===== src/rtl/i2c_unstick_pkg.sv =====
package i2c_unstick_pkg;

    // Line index used by the pad multiplexer
    localparam int LINE_SCL = 0;
    localparam int LINE_SDA = 1;
    localparam int NUM_LINES = 2;

    typedef enum logic [2:0] {
        ST_IDLE   = 3'd0,
        ST_SETTLE = 3'd1,
        ST_CHECK  = 3'd2,
        ST_LOW    = 3'd3,
        ST_HIGH   = 3'd4
    } seq_state_e;

    typedef struct packed {
        logic sda;
        logic scl;
    } line_pair_t;

    function automatic logic bus_is_free(line_pair_t l);
        return l.scl & l.sda;
    endfunction

endpackage


===== src/rtl/i2c_unstick_sync.sv =====
module i2c_unstick_sync #(
    parameter int STAGES = 2,
    parameter int WIDTH  = 2
) (
    input  logic             clk,
    input  logic             rst,
    input  logic [WIDTH-1:0] d,
    output logic [WIDTH-1:0] q
);
    logic [WIDTH-1:0] chain [STAGES];

    for (genvar s = 0; s < STAGES; s++) begin : g_stage
        if (s == 0) begin : g_first
            always_ff @(posedge clk) begin
                if (rst) chain[s] <= '1;
                else     chain[s] <= d;
            end
        end else begin : g_next
            always_ff @(posedge clk) begin
                if (rst) chain[s] <= '1;
                else     chain[s] <= chain[s-1];
            end
        end
    end

    assign q = chain[STAGES-1];
endmodule


===== src/rtl/i2c_unstick_timer.sv =====
module i2c_unstick_timer #(
    parameter int CNT_W = 16
) (
    input  logic             clk,
    input  logic             rst,
    input  logic             load,
    input  logic [CNT_W-1:0] load_val,
    output logic             zero
);
    logic [CNT_W-1:0] cnt;

    always_ff @(posedge clk) begin
        if (rst) begin
            cnt <= '0;
        end else if (load) begin
            cnt <= (load_val == '0) ? '0 : load_val - 1'b1;
        end else if (cnt != '0) begin
            cnt <= cnt - 1'b1;
        end
    end

    assign zero = (cnt == '0);


    load_holds_chk: assert property (@(posedge clk) disable iff (rst)
        (load && load_val > 1) |=> !zero);
endmodule


===== src/rtl/i2c_unstick_ctrl.sv =====
module i2c_unstick_ctrl
    import i2c_unstick_pkg::*;
#(
    parameter int HALF_W      = 16,
    parameter int SYNC_STAGES = 2,
    parameter int MAX_PULSES  = 200
) (
    input  logic              clk,
    input  logic              rst,
    input  logic              req,
    input  logic [HALF_W-1:0] half_period,
    input  line_pair_t        bus,
    input  logic              tmr_zero,
    output logic              tmr_load,
    output logic [HALF_W-1:0] tmr_val,
    output logic              own,
    output logic              scl_drive,
    output logic              done,
    output logic              fail
);
    localparam int PCNT_W   = $clog2(MAX_PULSES + 1);
    localparam int MIN_HALF = SYNC_STAGES + 1;
    localparam logic [HALF_W-1:0] MIN_HALF_V   = HALF_W'(MIN_HALF);
    localparam logic [HALF_W-1:0] SETTLE_LEN   = HALF_W'(SYNC_STAGES);
    localparam logic [PCNT_W-1:0] PULSE_LIMIT  = PCNT_W'(MAX_PULSES);

    seq_state_e        state, nxt;
    logic [PCNT_W-1:0] pcnt;
    logic [HALF_W-1:0] hp_eff;
    logic              decide, fin, fin_fail, inc, clr;

    assign hp_eff = (half_period < MIN_HALF_V) ? MIN_HALF_V : half_period;
    assign decide = (state == ST_CHECK) || (state == ST_HIGH && tmr_zero);

    always_comb begin
        nxt      = state;
        tmr_load = 1'b0;
        tmr_val  = hp_eff;
        inc      = 1'b0;
        fin      = 1'b0;
        fin_fail = 1'b0;
        clr      = 1'b0;
        unique case (state)
            ST_IDLE: if (req) begin
                nxt      = ST_SETTLE;
                tmr_load = 1'b1;
                tmr_val  = SETTLE_LEN;
                clr      = 1'b1;
            end
            ST_SETTLE: if (tmr_zero) nxt = ST_CHECK;
            ST_LOW: if (tmr_zero) begin
                nxt      = ST_HIGH;
                tmr_load = 1'b1;
            end
            default: ;
        endcase
        if (decide) begin
            if (bus_is_free(bus)) begin
                nxt = ST_IDLE;
                fin = 1'b1;
            end else if (pcnt == PULSE_LIMIT) begin
                nxt      = ST_IDLE;
                fin      = 1'b1;
                fin_fail = 1'b1;
            end else begin
                nxt      = ST_LOW;
                tmr_load = 1'b1;
                inc      = 1'b1;
            end
        end
    end

    always_ff @(posedge clk) begin
        if (rst) begin
            state <= ST_IDLE;
            pcnt  <= '0;
            done  <= 1'b0;
            fail  <= 1'b0;
        end else begin
            state <= nxt;
            done  <= fin;
            if (clr)      pcnt <= '0;
            else if (inc) pcnt <= pcnt + 1'b1;
            if (clr)      fail <= 1'b0;
            else if (fin) fail <= fin_fail;
        end
    end

    assign own       = (state != ST_IDLE);
    assign scl_drive = (state == ST_LOW);


    pulse_cap_chk: assert property (@(posedge clk) disable iff (rst)
        pcnt <= PULSE_LIMIT);


    done_single_chk: assert property (@(posedge clk) disable iff (rst)
        done |=> !done);


    fail_clear_chk: assert property (@(posedge clk) disable iff (rst)
        $rose(own) |-> !fail);


    fail_hold_chk: assert property (@(posedge clk) disable iff (rst)
        (!own && !$past(own) && !done) |-> $stable(fail));


    busy_req_chk: assert property (@(posedge clk) disable iff (rst)
        (own && req && !fin) |=> own);
endmodule


===== src/rtl/i2c_unstick_mux.sv =====
module i2c_unstick_mux #(
    parameter int N = 2
) (
    input  logic         own,
    input  logic [N-1:0] drive,
    input  logic [N-1:0] eng_oe,
    input  logic [N-1:0] eng_pd,
    output logic [N-1:0] pad_oe,
    output logic [N-1:0] pad_pd
);
    for (genvar i = 0; i < N; i++) begin : g_line
        assign pad_oe[i] = own ? drive[i] : eng_oe[i];
        assign pad_pd[i] = own ? 1'b0     : eng_pd[i];
    end
endmodule


===== src/rtl/i2c_unstick_seq.sv =====
module i2c_unstick_seq
    import i2c_unstick_pkg::*;
#(
    parameter int HALF_W      = 16,
    parameter int SYNC_STAGES = 2,
    parameter int MAX_PULSES  = 200
) (
    input  logic              clk,
    input  logic              rst,
    input  logic              recover_req,
    input  logic [HALF_W-1:0] half_period,
    input  logic              scl_in,
    input  logic              sda_in,
    input  logic              eng_scl_oe,
    input  logic              eng_scl_pd,
    input  logic              eng_sda_oe,
    input  logic              eng_sda_pd,
    output logic              scl_oe,
    output logic              scl_pd,
    output logic              sda_oe,
    output logic              sda_pd,
    output logic              owning,
    output logic              done,
    output logic              fail
);
    logic [NUM_LINES-1:0] raw_lines, synced, drive, eng_oe, eng_pd, pad_oe, pad_pd;
    line_pair_t           bus;
    logic                 tmr_load, tmr_zero, scl_drive;
    logic [HALF_W-1:0]    tmr_val;

    assign raw_lines[LINE_SCL] = scl_in;
    assign raw_lines[LINE_SDA] = sda_in;

    i2c_unstick_sync #(.STAGES(SYNC_STAGES), .WIDTH(NUM_LINES)) u_sync (
        .clk(clk), .rst(rst), .d(raw_lines), .q(synced)
    );

    assign bus.scl = synced[LINE_SCL];
    assign bus.sda = synced[LINE_SDA];

    i2c_unstick_timer #(.CNT_W(HALF_W)) u_timer (
        .clk(clk), .rst(rst), .load(tmr_load), .load_val(tmr_val), .zero(tmr_zero)
    );

    i2c_unstick_ctrl #(
        .HALF_W(HALF_W), .SYNC_STAGES(SYNC_STAGES), .MAX_PULSES(MAX_PULSES)
    ) u_ctrl (
        .clk(clk), .rst(rst), .req(recover_req), .half_period(half_period),
        .bus(bus), .tmr_zero(tmr_zero), .tmr_load(tmr_load), .tmr_val(tmr_val),
        .own(owning), .scl_drive(scl_drive), .done(done), .fail(fail)
    );

    assign drive[LINE_SCL]  = scl_drive;
    assign drive[LINE_SDA]  = 1'b0;
    assign eng_oe[LINE_SCL] = eng_scl_oe;
    assign eng_oe[LINE_SDA] = eng_sda_oe;
    assign eng_pd[LINE_SCL] = eng_scl_pd;
    assign eng_pd[LINE_SDA] = eng_sda_pd;

    i2c_unstick_mux #(.N(NUM_LINES)) u_mux (
        .own(owning), .drive(drive), .eng_oe(eng_oe), .eng_pd(eng_pd),
        .pad_oe(pad_oe), .pad_pd(pad_pd)
    );

    assign scl_oe = pad_oe[LINE_SCL];
    assign sda_oe = pad_oe[LINE_SDA];
    assign scl_pd = pad_pd[LINE_SCL];
    assign sda_pd = pad_pd[LINE_SDA];


    release_chk: assert property (@(posedge clk) disable iff (rst)
        owning |-> (!sda_oe && !scl_pd && !sda_pd));


    handback_chk: assert property (@(posedge clk) disable iff (rst)
        done |-> !owning);
endmodule


===== config.mk =====
export PLATFORM = sky130hd
export DESIGN_NAME = i2c_unstick_seq
export DESIGN_NICKNAME = d
export VERILOG_FILES = /design/src/rtl/i2c_unstick_pkg.sv /design/src/rtl/i2c_unstick_sync.sv /design/src/rtl/i2c_unstick_timer.sv /design/src/rtl/i2c_unstick_ctrl.sv /design/src/rtl/i2c_unstick_mux.sv /design/src/rtl/i2c_unstick_seq.sv
export SDC_FILE = /design/constraint.sdc
export NUM_CORES = 1
export LEC_CHECK = 0
export BUFFER_PORTS_ARGS = -buffer_cell sky130_fd_sc_hd__buf_2
export CAP_MARGIN = 15
export CORE_MARGIN = 4
export CORE_UTILIZATION = 45
export DETAILED_ROUTE_END_ITERATION = 10
export GPL_ROUTABILITY_DRIVEN = 0
export PLACE_DENSITY = 0.61
export REMOVE_ABC_BUFFERS = 1
export SETUP_SLACK_MARGIN = 0.02
export SLEW_MARGIN = 20
export SYNTH_ARGS = -nofsm -noshare
export SYNTH_HDL_FRONTEND = slang
export SYNTH_SLANG_ARGS = --single-unit

===== constraint.sdc =====
create_clock -name clk -period 4.55 [get_ports clk]
set_clock_uncertainty 0.2 [all_clocks]
set_input_delay 0.455 -clock clk [delete_from_list [all_inputs] [get_ports clk]]
set_output_delay 0.455 -clock clk [all_outputs]
set_load 0.05 [all_outputs]

==> reports/qor.csv, run 1 <==
metric,value,unit
compound-gate portion of the synthesized area,0.183,
Die Y,76.6,µm
Layout Cells excl Fill,346,
"commonest cells after routing, fill and taps aside","33 x dfxtp_1, 31 x buf_2, 24 x nor2_1",
Max Freq,0.286,GHz
RSZ-0062 raised after global routing,no,
Hold Path Class,in -> reg,
Final Hold Viols,0,
Critical Path RT,4550,ps
clk_lat worst skew,290,ps
# DRC,0,
# setup viols final,0,
LEAKAGE,0.884,nW
area share of the largest cell type after synthesis,0.312,
Routed WL,5190,µm
setup TNS,0,ps
Reg area,661,µm²
row cnt,24,
post-synthesis simple-gate area fraction,0.317,
area of the multi-input gates,0.00136,mm²
hold-fix buffers at CTS,0,
area delta synth->final,13.7,%
share of cells above drive strength 1,0.177,
Synth area leader,dfxtp_1,
syn_area_per_cell,7.93,µm²
antenna violations before repair,0,
"most common cell after layout, fill and taps aside",dfxtp_1,
# Post-CTS Setup Buffers,0,
post-synthesis register bit count,33,
Slew headroom,0.405,
"Slew Viols, Final",0,
critical path peak fanout,14,
Post-synth EDFFs,0,
Main synth FF type,dfxtp_1,
Num CTS Buffers,5,
gr usage total,0.186,
Critical Setup Path Class,reg -> reg,
Die X,76.6,µm
Top Ports,32,
max_cap viols,0,
Clock Path Buffers,2,
Post-Place Cells,338,
Synth area leaders,"dfxtp_1 31%, xnor2_1 5.0%, xor2_1 5.0%, nor2_1 4.3%, nand2_1 3.9%",
post-synthesis adder-cell area fraction,0.0236,
pin count of the biggest net entering global routing,18,
clk slew on worst S/H paths,70,ps
WP data arrival,3500,ps
status,completed,
Worst Tran Pin Value,890,ps
Netlist cell types,52,
Power Density,560,mW/mm²
YS warnings,0,
vias per cell,5.83,
multiplexer area fraction after synthesis,0.0195,
first-pass GRT wire length,8770,µm
Root Driver,clkbuf_8,
Die Area,0.00587,mm²
sequential share of the synthesized area,0.312,
cells after synthesis,267,
fin crit share,0.770,
CTS tree,done,
Core Box Area,0.00444,mm²
Tmin final,3500,ps
fraction of registers with async set/reset,0,
worst vdd ir,0.206,mV
"Cell Area, Synth",0.00212,mm²
CTS Sinks,33,
power consumption,0.00135,W
CTS H-tree lvls,2,
via count,2018,
main combinational cell family by area after synthesis,simple AND/OR/NAND/NOR gates,
Post-Synth XOR/XNOR Area,0.0993,
Post-CTS Resized,0,
ANT cells,0,
number of global-route vias before repair,1814,
Crit. End Element,flip-flop,
WL/cell,15.0,µm
filler cell count,444,
CP Launch Type,flip-flop,
fin nets,322,
global route overflow,0,
Worst R2R Setup Slack,1050,ps
DRT antenna net count,0,
DR iter-0 viols,163,
I/O Buffers,31,
dpl hpwl,3920,µm
Initial DRT Pass Iterations,4,
Starting Density,0.476,
==> per-stage QoR <==
| step | hold WS [ps] | cell area, µm² | setup WS, ps | util |
|---|---|---|---|---|
| after floorplan | 189 | 2060 | 1140 | - |
| after global placement | 198 | 2290 | 928 | 0.514 |
| after detailed placement | 198 | 2290 | 858 | 0.514 |
| final | 146 | 2410 | 1050 | 0.541 |
| after global routing | 136 | 2410 | 810 | 0.541 |
| after CTS | 131 | 2410 | 1030 | 0.541 |
==> synth_stat cells (8+ instances only) <==
master,count
a21oi_1,14
xnor2_1,12
or3_1,9
dfxtp_1,33
nand2_1,22
nor2_1,24
nor4_1,10
or4_1,8
nor3_1,13
inv_1,10
xor2_1,12
==> critical path: stages (launching register included) <==
cell and delay [ps]:
dfxtp_1 360, inv_1 90, ha_1 300, or4b_1 520
nor4_1 560, a31o_2 360, a211oi_2 170, or3_1 560
o32ai_2 280
==> layer usage <==
layer  part of all wire  track usage  routed length (µm)
met5                  0            0                   0
met1               0.52        0.271                2730
met4              0.025        0.105                 132
met3              0.057       0.0402                 296
met2               0.39        0.248                2040
==> final timing paths <==
kind	start	to	depth (start not counted)
worst max-delay path	u_timer.cnt[0]$_SDFFE_PP0P_	u_timer.cnt[8]$_SDFFE_PP0P_	8
worst min-delay path	sda_in	u_sync.chain[0][1]$_SDFF_PP1_	2
worst min register to register	u_sync.chain[0][1]$_SDFF_PP1_	u_sync.chain[1][1]$_SDFF_PP1_	1
worst max register to register	u_timer.cnt[0]$_SDFFE_PP0P_	u_timer.cnt[8]$_SDFFE_PP0P_	8
==> final cells by class <==
cell class,count,share of cell area
repair buffers,32,0.0676
clock inverters,2,0.0156
inverters,10,0.0156
multi-input cells,211,0.565
flip-flops and latches,33,0.275
clock buffers,6,0.0343
well taps,52,0.0270
==> kinds of logic (layout without fill, tap and decap cells) <==
family | count (synthesis) | in the layout
AO/OA/AOI/OAI | 57 | 57
buffers and inverters | 23 | 50
flip-flops | 33 | 33
AND/OR/NAND/NOR | 122 | 122
adder cells (fa/ha/maj) | 4 | 4
XOR/XNOR | 24 | 24
multiplexers | 4 | 4
==> where the power goes <==
| group | total, W | switching (W) | leakage (nW) | internal (W) |
|---|---|---|---|---|
| Combinational | 0.000620 | 0.000363 | 0.556 | 0.000257 |
| Clock | 0.000287 | 0.000109 | 0.0574 | 0.000178 |
| Sequential | 0.000442 | 0.0000851 | 0.270 | 0.000357 |
==> state kept, by name, summed over array words and instances (netlist names) <==
name          flops
u_timer.cnt      16
u_ctrl.pcnt       8
u_sync.chain      4
u_ctrl.state      3
u_ctrl.done       1
u_ctrl.fail       1
Power figures use the tool's default switching activity.
==> run 2: changes to the inputs <==
==> constraint.sdc (replaced) <==
create_clock -name clk -period 3.65 [get_ports clk]
set_clock_uncertainty 0.2 [all_clocks]
set_input_delay 0.365 -clock clk [delete_from_list [all_inputs] [get_ports clk]]
set_output_delay 0.365 -clock clk [all_outputs]
set_load 0.05 [all_outputs]
==> run 2 against run 1 <==
  * Routed wire length grew 3.3%
  * Via count grew 3.1%
  * Clock-buffer cell count grew 1
  * Worst setup slack lost 560 ps
  * Die area is the same
  * Critical path depth grew 3
  * Cell count grew 2.3%
  * Power grew 26%
  * Clock power grew 5%
  * Final area grew 1.7%
==> reports/qor.csv, run 2 (synthesized netlist as in run 1, its figures left out) <==
metric,value,unit
Tmin final,3170,ps
Post-CTS Resized,0,
DR iter-0 viols,150,
Reg-to-Reg End,u_timer.cnt[14]$_SDFFE_PP0P_,
CTS tree,done,
CTS Sinks,33,
via count,2081,
hold-fix buffers at CTS,0,
area delta synth->final,15.6,%
ANT cells,0,
Critical Setup Path Class,in -> reg,
Critical Path RT,3640,ps
CTS H-tree lvls,2,
dpl hpwl,4110,µm
max_cap viols,0,
Die X,76.6,µm
share of cells above drive strength 1,0.199,
CP Launch Type,primary input,
Power Density,693,mW/mm²
I/O Buffers,31,
hold depth,2,
Worst Tran Pin Value,688,ps
Num CTS Buffers,5,
fin nets,330,
Hold Path Class,in -> reg,
pin count of the biggest net entering global routing,17,
Top Ports,32,
Starting Density,0.476,
Area after DPL,0.00235,mm²
fin crit share,0.868,
Core Box Area,0.00444,mm²
number of global-route vias before repair,1784,
Clock Path Buffers,2,
gr usage total,0.183,
"Endpoint, Worst Hold",u_sync.chain[0][1]$_SDFF_PP1_,
biggest registers after layout,"u_timer.cnt (16), u_ctrl.pcnt (8), u_sync.chain (4)",
RSZ-0062 raised after global routing,no,
"commonest cells after routing, fill and taps aside","33 x dfxtp_1, 31 x buf_2, 24 x nor2_1",
"Slew Viols, Final",0,
first-pass GRT wire length,8780,µm
R2R Path Start,u_ctrl.state[2]$_SDFFE_PP0P_,
global route overflow,0,
Routed WL,5370,µm
Final Hold Viols,0,
R2R cell count,9,
Max Freq,0.316,GHz
Die Area,0.00587,mm²
setup TNS,0,ps
Initial DRT Pass Iterations,4,
"Slowest-stage cell, CP",or4_1,
max FFs per register,16,
worst hold slack,65.0,ps
DRT antenna net count,0,
# Post-CTS Setup Buffers,0,
Final Cell Area,0.00245,mm²
# DRC,0,
# setup viols final,0,
"most common cell after layout, fill and taps aside",dfxtp_1,
critical path peak fanout,8,
Crit. End Element,flip-flop,
WP data arrival,3160,ps
Critical Path Max Stage Delay,490,ps
Worst R2R Setup Slack,480,ps
WL/cell,15.2,µm
clk_lat worst skew,280,ps
LEAKAGE,0.922,nW
most flop-heavy register,u_timer.cnt,
Die Y,76.6,µm
antenna violations before repair,0,
worst vdd ir,0.260,mV
row cnt,24,
status,completed,
vias per cell,5.88,
cells along the critical path,buf_2 -> or3_1 -> or4_1 -> nor4_2 -> o21a_1 -> inv_1 -> ha_1 -> inv_1 -> a21oi_1 -> or3_1 -> o32ai_2,
Slew headroom,0.538,
clk slew on worst S/H paths,60,ps
Root Driver,clkbuf_8,
HP Start,sda_in,
run 2: power breakdown:
group	internal, W	switching (W)
clock network	0.000170	0.000130
registers	0.000448	0.000103
logic	0.000353	0.000492
run 2: worst max-delay path by stage:
stage / startpoint / end / slack, ps
4_1_cts: u_ctrl.state[2]$_SDFFE_PP0P_ / u_timer.cnt[14]$_SDFFE_PP0P_ / 490
2_1_floorplan: half_period[4] / u_timer.cnt[8]$_SDFFE_PP0P_ / 330
5_1_grt: u_ctrl.state[2]$_SDFFE_PP0P_ / u_timer.cnt[14]$_SDFFE_PP0P_ / 220
3_3_place_gp: half_period[4] / u_timer.cnt[8]$_SDFFE_PP0P_ / 280
6_report: half_period[4] / u_timer.cnt[8]$_SDFFE_PP0P_ / 480
3_5_place_dp: half_period[4] / u_timer.cnt[8]$_SDFFE_PP0P_ / 200
run 2: through the flow:
step           cells  worst slack [ps]   util  total power, W
2_1_floorplan    254               333      -         0.00115
3_3_place_gp     346               281  0.528         0.00140
6_report         354               484  0.551         0.00170
4_1_cts          354               492  0.551         0.00169
3_5_place_dp     346               203  0.528         0.00138
5_1_grt          354               221  0.551         0.00182
run 2: final cells by class:
class                           count  area, µm²
Multi-Input combinational cell    211       1360
Clock inverter                      1       5.00
Inverter                           10       37.5
Timing Repair Buffer               40        223
Tap cell                           52       65.1
Clock buffer                        7       96.3
Sequential cell                    33        661
Fill cell                         429       2000
run 2: worst max-delay path, delay by kind of cell:
family / cells / cell delay [ps]
AO/OA/AOI/OAI: 3 / 560
adder cells (fa/ha/maj): 1 / 180
buffers and inverters: 3 / 310
AND/OR/NAND/NOR: 4 / 1740
run 2: layer usage:
layer,vias to the layer above,share of wire,global-route usage
li1,1053,-,-
met1,960,0.53,0.277
met2,66,0.41,0.257
met3,2,0.058,0.0414
met5,-,0,0
met4,0,0.0058,0.0471
